<file path="config.mk">
export PLATFORM = sky130hd
export DESIGN_NAME = raster_timing_gen
export DESIGN_NICKNAME = d
export VERILOG_FILES = /design/src/rtl/raster_pkg.sv /design/src/rtl/raster_regfile.sv /design/src/rtl/raster_geometry.sv /design/src/rtl/raster_counters.sv /design/src/rtl/raster_timing_gen.sv
export SDC_FILE = /design/constraint.sdc
export NUM_CORES = 1
export LEC_CHECK = 0
export BUFFER_PORTS_ARGS = -buffer_cell sky130_fd_sc_hd__buf_2
export CELL_PAD_IN_SITES_DETAIL_PLACEMENT = 0
export CELL_PAD_IN_SITES_GLOBAL_PLACEMENT = 2
export CORE_ASPECT_RATIO = 0.5
export CORE_UTILIZATION = 35
export CTS_BUF_LIST = sky130_fd_sc_hd__clkbuf_2
export DETAILED_ROUTE_END_ITERATION = 10
export PLACE_DENSITY = 0.81
export SYNTH_ARGS = -nofsm -noshare
export SYNTH_HDL_FRONTEND = slang
export SYNTH_SLANG_ARGS = --single-unit
</file>
<file path="constraint.sdc">
create_clock -name clk -period 23.1 [get_ports clk]
set_input_delay 2.31 -clock clk [delete_from_list [all_inputs] [get_ports clk]]
set_output_delay 2.31 -clock clk [all_outputs]
set_load 0.005 [all_outputs]
</file>
<file path="src/rtl/raster_pkg.sv">
package raster_pkg;

    // Register slots; the order is the address decode
    typedef enum int {
        SLOT_HSYNC_END   = 0,
        SLOT_HACT_BEGIN  = 1,
        SLOT_HPORCH_BEGIN = 2,
        SLOT_HLINE_END   = 3,
        SLOT_VSYNC_END   = 4,
        SLOT_VACT_BEGIN  = 5,
        SLOT_VPORCH_BEGIN = 6,
        SLOT_VFRAME_END  = 7,
        SLOT_CHAR_DIV    = 8,
        SLOT_MODE        = 9
    } slot_e;

    localparam int NUM_REGS = 10;

    // Bit of the mode register that selects whole-line vertical counting
    localparam int MODE_INTERLACE_BIT = 0;

endpackage

</file>
<file path="src/rtl/raster_regfile.sv">
module raster_regfile
    import raster_pkg::*;
#(
    parameter int DW = 12,
    parameter int AW = 4
) (
    input  logic                          clk,
    input  logic                          rst_n,
    input  logic                          we_i,
    input  logic [AW-1:0]                 addr_i,
    input  logic [DW-1:0]                 wdata_i,
    input  logic                          load_i,
    output logic [NUM_REGS-1:0][DW-1:0]   live_o
);

    typedef struct packed {
        logic [NUM_REGS-1:0][DW-1:0] shadow;
        logic [NUM_REGS-1:0][DW-1:0] live;
    } rf_t;

    rf_t rf_d, rf_q, rf_rst;
    logic [NUM_REGS-1:0] hit;

    function automatic logic [DW-1:0] reset_val(input int idx);
        case (idx)
            SLOT_HSYNC_END:    return DW'(2);
            SLOT_HACT_BEGIN:   return DW'(4);
            SLOT_HPORCH_BEGIN: return DW'(12);
            SLOT_HLINE_END:    return DW'(14);
            SLOT_VSYNC_END:    return DW'(2);
            SLOT_VACT_BEGIN:   return DW'(4);
            SLOT_VPORCH_BEGIN: return DW'(12);
            SLOT_VFRAME_END:   return DW'(16);
            SLOT_CHAR_DIV:     return DW'(1);
            default:           return '0;
        endcase
    endfunction

    // Address decode, one comparator per slot; addresses past the map hit nothing
    for (genvar gi = 0; gi < NUM_REGS; gi++) begin : g_decode
        assign hit[gi] = we_i && (addr_i == AW'(gi));
    end

    always_comb begin
        for (int i = 0; i < NUM_REGS; i++) begin
            rf_rst.shadow[i] = reset_val(i);
            rf_rst.live[i]   = reset_val(i);
        end
    end

    always_comb begin
        rf_d = rf_q;
        for (int i = 0; i < NUM_REGS; i++) begin
            if (hit[i]) rf_d.shadow[i] = wdata_i;
        end
        if (load_i) rf_d.live = rf_d.shadow;
    end

    always_ff @(posedge clk) begin
        if (!rst_n) rf_q <= rf_rst;
        else        rf_q <= rf_d;
    end

    assign live_o = rf_q.live;

    // live geometry only moves at a frame boundary
    assert_live_hold_R8: assert property (@(posedge clk) disable iff (!rst_n)
        !load_i |=> $stable(rf_q.live));

endmodule

</file>
<file path="src/rtl/raster_geometry.sv">
module raster_geometry
    import raster_pkg::*;
#(
    parameter int DW   = 12,
    parameter int DIVW = 4
) (
    input  logic [NUM_REGS-1:0][DW-1:0] live_i,
    output logic [DIVW-1:0]             div_eff_o,
    output logic [DW-1:0]               hsync_end_o,
    output logic [DW-1:0]               hact_begin_o,
    output logic [DW-1:0]               hact_end_o,
    output logic [DW-1:0]               hchar_total_o,
    output logic [DW-1:0]               vsync_end_o,
    output logic [DW-1:0]               vact_begin_o,
    output logic [DW-1:0]               vact_end_o,
    output logic [DW-1:0]               vtotal_o,
    output logic [DW+DIVW-1:0]          act_width_px_o,
    output logic [DW+DIVW-1:0]          htotal_px_o,
    output logic [DW-1:0]               act_height_o,
    output logic [2*DW+DIVW-1:0]        frame_px_o
);

    localparam int PXW = DW + DIVW;
    localparam int FRW = 2 * DW + DIVW;

    logic            interlace;
    logic [DIVW-1:0] div_raw;
    logic [DW-1:0]   hwidth_c, hblank_c;
    logic [DW-1:0]   vheight, vblank;
    logic            unused_bits;

    function automatic logic [DW-1:0] to_lines(input logic [DW-1:0] x, input logic il);
        return il ? x : (x >> 1);
    endfunction

    always_comb begin
        interlace = live_i[SLOT_MODE][MODE_INTERLACE_BIT];
        div_raw   = live_i[SLOT_CHAR_DIV][DIVW-1:0];
        div_eff_o = (div_raw == '0) ? DIVW'(1) : div_raw;

        hsync_end_o  = live_i[SLOT_HSYNC_END];
        hact_begin_o = live_i[SLOT_HACT_BEGIN];
        hact_end_o   = live_i[SLOT_HPORCH_BEGIN];
        hwidth_c     = live_i[SLOT_HPORCH_BEGIN] - live_i[SLOT_HACT_BEGIN];
        hblank_c     = live_i[SLOT_HACT_BEGIN]
                     + (live_i[SLOT_HLINE_END] - live_i[SLOT_HPORCH_BEGIN]);
        hchar_total_o = hblank_c + hwidth_c;

        vheight = to_lines(live_i[SLOT_VPORCH_BEGIN] - live_i[SLOT_VACT_BEGIN], interlace);
        vblank  = to_lines(live_i[SLOT_VACT_BEGIN]
                         + (live_i[SLOT_VFRAME_END] - live_i[SLOT_VPORCH_BEGIN]), interlace);
        vtotal_o     = vblank + vheight;
        vact_begin_o = to_lines(live_i[SLOT_VACT_BEGIN], interlace);
        vact_end_o   = vact_begin_o + vheight;
        vsync_end_o  = to_lines(live_i[SLOT_VSYNC_END], interlace);
        act_height_o = vheight;

        act_width_px_o = PXW'(hwidth_c) * PXW'(div_eff_o);
        htotal_px_o    = PXW'(hchar_total_o) * PXW'(div_eff_o);
        frame_px_o     = FRW'(htotal_px_o) * FRW'(vtotal_o);
    end

    assign unused_bits = ^{live_i[SLOT_MODE][DW-1:1], live_i[SLOT_CHAR_DIV][DW-1:DIVW]};

endmodule

</file>
<file path="src/rtl/raster_counters.sv">
module raster_counters #(
    parameter int DW   = 12,
    parameter int DIVW = 4
) (
    input  logic            clk,
    input  logic            rst_n,
    input  logic [DIVW-1:0] div_eff_i,
    input  logic [DW-1:0]   hsync_end_i,
    input  logic [DW-1:0]   hact_begin_i,
    input  logic [DW-1:0]   hact_end_i,
    input  logic [DW-1:0]   htotal_i,
    input  logic [DW-1:0]   vsync_end_i,
    input  logic [DW-1:0]   vact_begin_i,
    input  logic [DW-1:0]   vact_end_i,
    input  logic [DW-1:0]   vtotal_i,
    output logic [DW-1:0]   hcount_o,
    output logic [DW-1:0]   vcount_o,
    output logic            hsync_n_o,
    output logic            vsync_n_o,
    output logic            active_o,
    output logic            vbl_o,
    output logic            frame_start_o
);

    typedef struct packed {
        logic [DIVW-1:0] phase;
        logic [DW-1:0]   h;
        logic [DW-1:0]   v;
        logic            vbl;
    } cnt_t;

    cnt_t st_d, st_q;

    logic [DW-1:0] hlim, vlim, vblank_line;
    logic          phase_last, h_last, v_last;

    always_comb begin
        hlim = (htotal_i == '0) ? '0 : htotal_i - DW'(1);
        vlim = (vtotal_i == '0) ? '0 : vtotal_i - DW'(1);
        // line at which blanking begins; with no bottom blank it is the frame origin
        vblank_line = (vact_end_i >= vtotal_i) ? '0 : vact_end_i;

        phase_last = (st_q.phase >= div_eff_i - DIVW'(1));
        h_last     = (st_q.h >= hlim);
        v_last     = (st_q.v >= vlim);
        frame_start_o = phase_last && h_last && v_last;

        st_d     = st_q;
        st_d.vbl = 1'b0;
        if (phase_last) begin
            st_d.phase = '0;
            if (h_last) begin
                st_d.h   = '0;
                st_d.v   = v_last ? '0 : st_q.v + DW'(1);
                st_d.vbl = (st_d.v == vblank_line);
            end else begin
                st_d.h = st_q.h + DW'(1);
            end
        end else begin
            st_d.phase = st_q.phase + DIVW'(1);
        end
    end

    always_ff @(posedge clk) begin
        if (!rst_n) st_q <= '0;
        else        st_q <= st_d;
    end

    always_comb begin
        hcount_o  = st_q.h;
        vcount_o  = st_q.v;
        hsync_n_o = !(st_q.h < hsync_end_i);
        vsync_n_o = !(st_q.v < vsync_end_i);
        active_o  = (st_q.h >= hact_begin_i) && (st_q.h < hact_end_i)
                 && (st_q.v >= vact_begin_i) && (st_q.v < vact_end_i);
        vbl_o     = st_q.vbl;
    end

    // counters hold between character-clock edges
    assert_char_hold_R2: assert property (@(posedge clk) disable iff (!rst_n)
        !phase_last |=> ($stable(st_q.h) && $stable(st_q.v)));

    // the last character of a line is followed by position 0
    assert_line_wrap_R3: assert property (@(posedge clk) disable iff (!rst_n)
        (phase_last && h_last) |=> (st_q.h == '0));

    // the blank event lies outside the active window
    assert_vbl_blank_R7: assert property (@(posedge clk) disable iff (!rst_n)
        vbl_o |-> !active_o);

    // the blank event marks the first pixel of a line
    assert_vbl_line_start_R7: assert property (@(posedge clk) disable iff (!rst_n)
        vbl_o |-> (st_q.h == '0 && st_q.phase == '0));

endmodule

</file>
<file path="src/rtl/raster_timing_gen.sv">
module raster_timing_gen
    import raster_pkg::*;
#(
    parameter int DW   = 12,
    parameter int DIVW = 4,
    parameter int AW   = 4
) (
    input  logic                  clk,
    input  logic                  rst_n,
    input  logic                  cfg_we,
    input  logic [AW-1:0]         cfg_addr,
    input  logic [DW-1:0]         cfg_wdata,
    output logic [DW-1:0]         hcount,
    output logic [DW-1:0]         vcount,
    output logic                  hsync_n,
    output logic                  vsync_n,
    output logic                  active,
    output logic                  vbl_pulse,
    output logic [DW+DIVW-1:0]    act_width_px,
    output logic [DW+DIVW-1:0]    htotal_px,
    output logic [DW-1:0]         act_height,
    output logic [DW-1:0]         vtotal,
    output logic [2*DW+DIVW-1:0]  frame_px
);

    logic [NUM_REGS-1:0][DW-1:0] live;
    logic                        frame_start;
    logic [DIVW-1:0]             div_eff;
    logic [DW-1:0]               hse, has, hae, hct, vse, vas, vae;

    raster_regfile #(.DW(DW), .AW(AW)) u_regs (
        .clk     (clk),
        .rst_n   (rst_n),
        .we_i    (cfg_we),
        .addr_i  (cfg_addr),
        .wdata_i (cfg_wdata),
        .load_i  (frame_start),
        .live_o  (live)
    );

    raster_geometry #(.DW(DW), .DIVW(DIVW)) u_geom (
        .live_i         (live),
        .div_eff_o      (div_eff),
        .hsync_end_o    (hse),
        .hact_begin_o   (has),
        .hact_end_o     (hae),
        .hchar_total_o  (hct),
        .vsync_end_o    (vse),
        .vact_begin_o   (vas),
        .vact_end_o     (vae),
        .vtotal_o       (vtotal),
        .act_width_px_o (act_width_px),
        .htotal_px_o    (htotal_px),
        .act_height_o   (act_height),
        .frame_px_o     (frame_px)
    );

    raster_counters #(.DW(DW), .DIVW(DIVW)) u_cnt (
        .clk           (clk),
        .rst_n         (rst_n),
        .div_eff_i     (div_eff),
        .hsync_end_i   (hse),
        .hact_begin_i  (has),
        .hact_end_i    (hae),
        .htotal_i      (hct),
        .vsync_end_i   (vse),
        .vact_begin_i  (vas),
        .vact_end_i    (vae),
        .vtotal_i      (vtotal),
        .hcount_o      (hcount),
        .vcount_o      (vcount),
        .hsync_n_o     (hsync_n),
        .vsync_n_o     (vsync_n),
        .active_o      (active),
        .vbl_o         (vbl_pulse),
        .frame_start_o (frame_start)
    );

    // a new frame opens at the scan origin
    assert_frame_origin_R8: assert property (@(posedge clk) disable iff (!rst_n)
        frame_start |=> (hcount == '0 && vcount == '0));

endmodule

</file>
# After elaboration in Yosys (flattened, before gate mapping)
# Index checks and enable logic that the tools add are counted.
# word_totals
ff_bits	250
wordCells	107
output_inout_bits	112
# op_classes
magnitude_cmp	10
n_mul	3
addsub	15
muxes	20
eq_ne	10
reduce_logical	24
bitwise_logic	1
# op_table
operator	count
two-way mux 12 bit	19
adder 12 bit	5
greater-or-equal comparator 12 bit	5
less-than comparator 12 bit	4
subtractor 12 bit	4
multiplier 12 x 4 -> 16 bit	2
multiplier 16 x 12 -> 28 bit	1
adder 12 x 1 -> 12 bit, second input constant	2
logical NOT 12 bit	2
subtractor 12 x 1 -> 12 bit, second input constant	2
equality test 4 x 3 -> 1 bit, second input constant	4
logical AND 1 bit	15
equality test 12 bit	1
equality test 4 x 2 -> 1 bit, second input constant	2
equality test 4 bit, second input constant	2
logical NOT 4 bit	2
adder 4 x 1 -> 4 bit, second input constant	1
equality test 4 x 1 -> 1 bit, second input constant	1
greater-or-equal comparator 4 bit	1
two-way mux 4 bit	1
subtractor 4 x 1 -> 4 bit, second input constant	1
AND reduction 3 bit	1
logical NOT 1 bit	2
AND reduction 2 bit	1
other kinds (2)	2

# Depth between registers and ports, before layout
# Gate-level depths: netlist of the first run.
# depth
ltp_word	9
mapped_depth	49
ltp_nobuf	49

# By module
# From an unflattened synthesis of the first run, not the netlist that was laid out.
# unflattened
hier_cells	3414
hier_area_um2	27978.1
# by_module_without_submodules
module	instances	area_each_um2	seq_area_each_um2	cells_each
raster_geometry	1	13198.9	0.0	1668
raster_regfile	1	9868.2	4804.6	1094
raster_counters	1	4911.0	580.6	652

# Worst setup path after synthesis of the first run
# No wires, ideal clock.
# synth_path
path_kind	register to output
startpoint	reg u_regs.rf_q (netlist bit u_regs.live_o[24])
endpoint	out frame_px[27]
setup_slack_ns	9.674
t_arrival_ns	11.116
path_buffers	0
stages_incl_launch_ff	48
path_cell_list	dfxtp_1 > inv_1 > ha_1 > fa_1 > nor2b_1 > o21ai_0 > a21boi_0 > o21ai_0 > a21boi_0 > o21a_1 > nor2_1 > xnor2_1 > fa_1 > ha_1 > nor2_1 > nor3_1 > xor2_1 > and2_1 > [... 12 more ...] > fa_1 > fa_1 > inv_1 > fa_1 > fa_1 > inv_1 > fa_1 > inv_1 > ha_1 > a21o_1 > a21o_1 > a2111oi_0 > o211ai_1 > nand2_1 > o2111ai_1 > a31o_2 > a21oi_1 > xnor2_1
# synth_via
elab_chain_cells	5
word_cells_on_any_way	6
cone_classes	add/sub (4); mul (2)
# synth_rtl
element	line	text
start: declaration	raster_regfile.sv:21	rf_t rf_d, rf_q, rf_rst;
start signal: assignment	raster_regfile.sv:60	if (!rst_n) rf_q <= rf_rst;
start signal: assignment	raster_regfile.sv:61	else rf_q <= rf_d;
subtractor 12 bit	raster_geometry.sv:46	+ (live_i[SLOT_HLINE_END] - live_i[SLOT_HPORCH_BEGIN]);
adder 12 bit	raster_geometry.sv:46	
adder 12 bit *	raster_geometry.sv:47	hchar_total_o = hblank_c + hwidth_c;
multiplier 12 x 4 -> 16 bit *	raster_geometry.sv:59	htotal_px_o = PXW'(hchar_total_o) * PXW'(div_eff_o);
named net htotal_px[13]	raster_timing_gen.sv:20	output logic [DW+DIVW-1:0] htotal_px,
multiplier 16 x 12 -> 28 bit *	raster_geometry.sv:60	frame_px_o = FRW'(htotal_px_o) * FRW'(vtotal_o);
end: declaration	raster_timing_gen.sv:23	output logic [2*DW+DIVW-1:0] frame_px
# Mark *: on every way through the listed nets, which the timed path passes. The rest lies on a longest branch.

# Worst setup path after layout of the first run
# layout_path
startpoint	reg u_regs.rf_q (netlist bit u_regs.live_o[24])
endpoint	out frame_px[27]
# layout_via
elab_chain_cells	5
word_cells_on_any_way	6
cone_classes	add/sub (4); mul (2)
# layout_rtl
element	line
subtractor 12 bit	raster_geometry.sv:46
adder 12 bit	raster_geometry.sv:46
adder 12 bit *	raster_geometry.sv:47
multiplier 12 x 4 -> 16 bit *	raster_geometry.sv:59
multiplier 16 x 12 -> 28 bit *	raster_geometry.sv:60
# Every way passes the cells marked *; elsewhere a longest branch is shown, timed or not.

==> results_dict.tcl, run 1 <==
set metrics [dict create \
    status "complete, no violations" \
    critPathRequiredTime_ns 20.79 \
    routedWlPerCell_um 17.1 \
    via_per_inst 4.87 \
    p_leak_nw 12.8 \
    grt_pass1_vias 19600 \
    final_hold_viol_count 0 \
    dieArea_mm2 0.0714 \
    drv_cap 0 \
    max_stage_delay_ns 0.61 \
    post_cts_resized 0 \
    power.share.switching_pct 28.4 \
    track_usage_pct 19.6 \
    synth_area_per_cell_um2 8.37 \
    fmax_mhz 61.5 \
    synth_nets 3457 \
    layout_worst_path_cycle_share_pct 70.4 \
    sequentialPowerShare_pct 54.7 \
    cts_buffers 61 \
    relSlewSlack_pct 27.4 \
    register_area_mm2 0.00463 \
    endpoint_kind "output pin" \
    hold_buffers 0 \
    tns_ns 0 \
    synthArstFlopShare_pct 0 \
    place_inst 3905 \
    gp_congestion 0.873 \
    overflow 0 \
    drive_above_1_share_pct 10.2 \
    ys_seq_elements 231 \
    h-tree-depth 2 \
    area_delta_synth_final_pct 8.20 \
    final_nets 3545 \
    cts_tree "built" \
    ant_nets 0 \
    io_pins 131 \
    hp-class "reg2reg" \
    drc 0 \
    worstPathArrival_ns 13.95 \
    cts_root_buf "clkbuf_2" \
    worstHoldPathCells 2 \
    switchingPower_uw 210 \
    grt_pass1_wl_um 110000 \
    fin_crit_ns 16.26 \
    synthFlopType "dfxtp_1" \
    grt_setup_unrepaired "no" \
    yosysWarnings 0 \
    dieWidth_um 377 \
    clock_skew_ns 0.164 \
    power_uw 737 \
    fin_ws_ns 6.84 \
    die_y_um 189 \
    synth_edf_count 0 \
    cp_max_fo 10 \
    cpMostUsedCell "fa_1" \
    critPathTopFamily "adder cells" \
    slowest_stage "xor2_1" \
    grt_antenna_before_repair 3 \
    synthDistinctLibCells 86 \
    crit_cells 48 \
    tightestPinTransition_ns 1.09 \
    cts_setup_buffers 0 \
    clockBufferDepth 3 \
    p_per_area_mw_per_mm2 27.7 \
    drt_iter0_drc 1029 \
    via_count 19500 \
    core_area_mm2 0.0692 \
    internal_power_uw 528 \
    power_frac_comb_pct 6.5 \
    num_rows 68 \
    fillers 7293 \
    dp_hpwl_um 54500 \
    final-setup-viol-count 0 \
    vdd_drop_max_v 0.0000360 \
    crit_buf_inv 8 \
    slew_viol_final 0 \
    crit_type "reg2out" \
    first_pass_iters 5 \
    fin_cells 4011 \
    yosysSeqAreaShare_pct 18.8 \
    port_buffers 130 \
    r2r_cells 30 \
    syn_inst 2935 \
    finalWirelength_um 68800 \
    clk_latency_ns 1.04 \
    grt_max_degree 105 \
    start_util_pct 35.5 \
    place_ws_ns 8.02 \
    crit_path_start_kind "flip-flop" \
    clockPowerShare_pct 38.7 \
    cts.sinks 231 \
    synth_area_mm2 0.0246 \
    clkSlewWorstSetupHoldPaths_ns 0.12 \
    multi_input_area_mm2 0.0178 \
]
-- power groups by stage --
| stage | clock network (mW) | registers (mW) | logic, mW |
|---|---|---|---|
| after detailed placement | 0 | 0.413 | 0.0490 |
| after floorplan | 0 | 0.412 | 0.0329 |
| after global placement | 0 | 0.413 | 0.0487 |
| final | 0.286 | 0.404 | 0.0481 |
| after global routing | 0.319 | 0.404 | 0.0540 |
| after CTS | 0.300 | 0.404 | 0.0492 |
-- placed cells by master, fill, tap and decap left out, drive strengths merged, types with 36 or more instances in the layout --
| cell type | instances |
|---|---|
| and2 | 44 |
| nor3 | 36 |
| dfxtp | 231 |
| o21ai | 86 |
| xnor2 | 84 |
| fa | 216 |
| clkbuf | 85 |
| xor2 | 55 |
| buf | 159 |
| inv | 413 |
| a21oi | 86 |
| nand2 | 273 |
| nor2 | 375 |
| a21o | 46 |
| a211oi | 101 |
| ha | 287 |
| mux2i | 121 |
-- final timing paths --
kind	start	to	slack, ns
setup / recovery	u_regs.live_o[24]	frame_px[27]	6.84
hold / removal	u_regs.rf_q[145]	u_regs.live_o[25]	0.47
setup reg to reg	u_regs.live_o[24]	u_regs.live_o[5]	14.21
hold reg to reg	u_regs.rf_q[145]	u_regs.live_o[25]	0.47
-- stage by stage --
step	instance area [µm²]	hold WS, ns	util [%]
CTS	26600	0.444	38.4
global placement	26100	0.444	37.7
floorplan	24600	0.430	-
detailed placement	26100	0.457	37.7
finish	26600	0.471	38.4
global route	26600	0.493	38.4
-- logic make-up after synthesis --
group,Yosys count,share of synthesized area [%]
adders and majority gates,503,32.2
xor gates and xnor gates,139,5.12
and+or+nand+nor,901,16.4
DFF,231,18.8
muxes,128,5.25
AOI/OAI and AO/OA,473,13.2
buffers and inverters,560,8.98
-- sequential cells by signal, summed over array words and instances (netlist names) --
signal,count
u_cnt.st_q,4
u_cnt.hcount_o,12
u_regs.rf_q,101
u_cnt.vbl_o,1
u_regs.live_o,101
u_cnt.vcount_o,12
-- cell usage after synthesis, drive strengths merged, types with 10 or more instances --
cell | number | share of area (%)
o211ai | 28 | 0.92
o21a | 16 | 0.49
nand2 | 273 | 4.2
a31oi | 17 | 0.43
a21oi | 86 | 1.8
nor3 | 36 | 0.82
a211oi | 101 | 3.1
nor2b | 21 | 0.53
clkbuf | 81 | 1.2
o21ai | 86 | 1.8
o21bai | 10 | 0.32
inv | 412 | 6.3
ha | 287 | 15
clkinv | 14 | 0.21
nor2 | 375 | 5.7
nand3 | 33 | 0.71
xnor2 | 84 | 3.1
mux2i | 121 | 4.9
and3 | 17 | 0.44
xor2 | 55 | 2.1
or3 | 13 | 0.33
nand4 | 12 | 0.31
a21o | 46 | 1.4
buf | 53 | 1.2
nand2b | 33 | 0.87
or2 | 10 | 0.25
a21boi | 17 | 0.52
fa | 216 | 18
dfxtp | 231 | 19
and2 | 44 | 1.1
-- tightest hold or removal path: stages (launching register included) --
cell,delay [ns]
dfxtp_1,0.31
mux2i_1,0.18
a211oi_1,0.10
-- layout make-up --
class | count | area share [%]
clock buffers | 85 | 1.60
diodes | 2 | 0.0188
flip-flops and latches | 231 | 17.4
repair buffers | 159 | 3.27
well taps | 945 | 4.45
inverters | 426 | 6.02
multi-input cells | 2144 | 66.8
clock inverters | 19 | 0.428
-- routing by layer --
layer	part of all wire, %	up-vias	GRT usage (%)
met5	0	-	0
met4	1.3	0	3.74
met3	3.1	61	2.33
met2	45	259	31.9
met1	51	9364	28.0
li1	-	9852	-
Power figures use the tool's default switching activity.
==> run 2: changes to the inputs <==
--- a/config.mk
+++ b/config.mk
@@ -5,14 +5,15 @@
 export SDC_FILE = /design/constraint.sdc
 export NUM_CORES = 1
 export LEC_CHECK = 0
+export ABC_AREA = 1
 export BUFFER_PORTS_ARGS = -buffer_cell sky130_fd_sc_hd__buf_2
 export CELL_PAD_IN_SITES_DETAIL_PLACEMENT = 0
 export CELL_PAD_IN_SITES_GLOBAL_PLACEMENT = 2
 export CORE_ASPECT_RATIO = 0.5
-export CORE_UTILIZATION = 35
+export CORE_UTILIZATION = 34
 export CTS_BUF_LIST = sky130_fd_sc_hd__clkbuf_2
 export DETAILED_ROUTE_END_ITERATION = 10
-export PLACE_DENSITY = 0.81
+export PLACE_DENSITY = 0.85
 export SYNTH_ARGS = -nofsm -noshare
 export SYNTH_HDL_FRONTEND = slang
 export SYNTH_SLANG_ARGS = --single-unit
==> constraint.sdc (replaced) <==
create_clock -name clk -period 14.2 [get_ports clk]
set_input_delay 1.42 -clock clk [delete_from_list [all_inputs] [get_ports clk]]
set_output_delay 1.42 -clock clk [all_outputs]
set_load 0.005 [all_outputs]
==> results_dict.tcl, run 2 <==
set metrics [dict create \
    track_usage_pct 20.5 \
    final_nets 4032 \
    synth_area_per_cell_um2 7.35 \
    cp_max_fo 10 \
    via_per_inst 4.85 \
    io_pins 131 \
    drv_cap 0 \
    grt_max_degree 71 \
    vdd_drop_max_v 0.0000372 \
    synthArstFlopShare_pct 0 \
    synth_nets 3932 \
    crit_path_start_kind "flip-flop" \
    grt_pass1_vias 21600 \
    fin_cells 4511 \
    yosys.area.top_type "dfxtp_1" \
    die_y_um 194 \
    yosysSeqAreaShare_pct 18.5 \
    cpMostUsedCell "fa_1" \
    status "complete, no violations" \
    ant_nets 0 \
    drt_iter0_drc 1181 \
    first_pass_iters 7 \
    synth_area_mm2 0.0251 \
    grt_pass1_wl_um 121000 \
    hold_ws_ns 0.456 \
    clock_skew_ns 0.101 \
    grt_antenna_before_repair 5 \
    final_hold_viol_count 0 \
    synth_area_leaders "dfxtp_1 18%, fa_1 17%, ha_1 14%" \
    syn_inst 3410 \
    synthTopCellsByCount "712 x nand2_1, 575 x inv_1, 373 x nor2_1" \
    synth.top_cell.area_share_pct 18.5 \
    worstHoldPathCells 2 \
    p_leak_nw 14.2 \
    fin_crit_ns 13.26 \
    r2r_cells 30 \
    synth_edf_count 0 \
    cts_buffers 66 \
    layout_worst_path_cycle_share_pct 93.4 \
    routedWlPerCell_um 16.9 \
    start_util_pct 34.8 \
    worstPathArrival_ns 11.84 \
    slowest_stage "fa_1" \
    relSlewSlack_pct 24.2 \
    via_count 21900 \
    h-tree-depth 3 \
    cts_tree "built" \
    finalWirelength_um 76300 \
    drive_above_1_share_pct 9.18 \
    dieArea_mm2 0.0749 \
    yosysWarnings 0 \
    layout_commonest_cell "nand2_1" \
    cts.sinks 231 \
    fin_ws_ns 0.935 \
    place_ws_ns 1.56 \
    dp_hpwl_um 61000 \
    mostFrequentLayoutCells "712 x nand2_1, 574 x inv_1, 372 x nor2_1" \
    tightestPinTransition_ns 1.13 \
    synth.most_common_cell "nand2_1" \
    hp-class "reg2reg" \
    dieWidth_um 386 \
    p_per_area_mw_per_mm2 44.8 \
    fin_util_pct 37.8 \
    fmax_mhz 75.4 \
    area_delta_synth_final_pct 8.43 \
    clk_latency_ns 0.96 \
    slew_viol_final 0 \
    endpoint_kind "output pin" \
    synthFlopType "dfxtp_1" \
    clkSlewWorstSetupHoldPaths_ns 0.09 \
    hold_buffers 0 \
    synthDistinctLibCells 53 \
    max_stage_delay_ns 0.57 \
    final-setup-viol-count 0 \
    overflow 0 \
    place_inst 4398 \
    num_rows 69 \
    clockBufferDepth 3 \
    core_area_mm2 0.0719 \
    power_mw 1.22 \
    ys_seq_elements 231 \
    port_buffers 130 \
    drc 0 \
    cts_root_buf "clkbuf_2" \
    gp_congestion 0.898 \
    crit_type "reg2out" \
    critPathRequiredTime_ns 12.78 \
]
[run 2: routing by layer]
metal	routed length [µm]	vias up	GRT usage [%]
met3	3150	85	2.43
met5	22	-	0
met2	32500	445	31.6
met1	39300	10400	30.3
li1	-	10900	-
met4	1350	4	4.68
[run 2: worst max-delay path: cells and delay by family, from the launching register on]
family / cells / cell delay, ns
flops: 1 / 0.36
compound gates: 7 / 1.36
buf+inv: 9 / 0.73
simple gates: 10 / 1.34
xor+xnor: 4 / 1.28
fa+ha+maj: 13 / 5.92
[run 2: through the flow]
step	setup TNS, ns	cell area [µm²]
after floorplan	0	25100
after global placement	0	26500
after global routing	-0.0322	27200
final	0	27200
after CTS	0	27100
after detailed placement	0	26500
[run 2: power by group]
| group | internal [mW] | switching, mW |
|---|---|---|
| sequential | 0.652 | 0.00380 |
| clock | 0.214 | 0.291 |
| combinational | 0.0155 | 0.0404 |
[run 2: worst paths after layout]
| path | end | start | slack [ns] |
|---|---|---|---|
| setup / recovery | frame_px[27] | u_regs.live_o[24] | 0.94 |
| hold / removal | u_regs.rf_q[208] | u_regs.rf_q[208] | 0.46 |
| setup reg to reg | u_regs.live_o[1] | u_regs.live_o[108] | 5.31 |
| hold reg to reg | u_regs.rf_q[208] | u_regs.rf_q[208] | 0.46 |
[run 2: what timing repair did]
action / in CTS / in global routing
setup endpoints to repair: 0 / 7
setup buffers: 0 / 2
gates resized for setup: 0 / 8
[run 2: logic make-up (layout without fill, tap and decap cells)]
| logic type | after synthesis | in the layout | synth area share [%] |
|---|---|---|---|
| AO/OA/AOI/OAI | 503 | 503 | 11.1 |
| XOR/XNOR | 120 | 120 | 4.60 |
| adder cells (fa/ha/maj) | 503 | 503 | 31.6 |
| buffers and inverters | 714 | 854 | 11.1 |
| flip-flops | 231 | 231 | 18.5 |
| multiplexers | 57 | 57 | 2.28 |
| other | 0 | 3 | 0 |
| AND/OR/NAND/NOR | 1282 | 1282 | 20.9 |
[run 2: final cells by class]
class | count | area, µm²
Clock buffer | 96 | 480
Antenna cell | 3 | 7.51
Fill cell | 7712 | 44700
Tap cell | 958 | 1200
Multi-Input combinational cell | 2465 | 17700
Sequential cell | 231 | 4630
Inverter | 593 | 2230
Timing Repair Buffer | 153 | 823
Clock inverter | 12 | 97.6
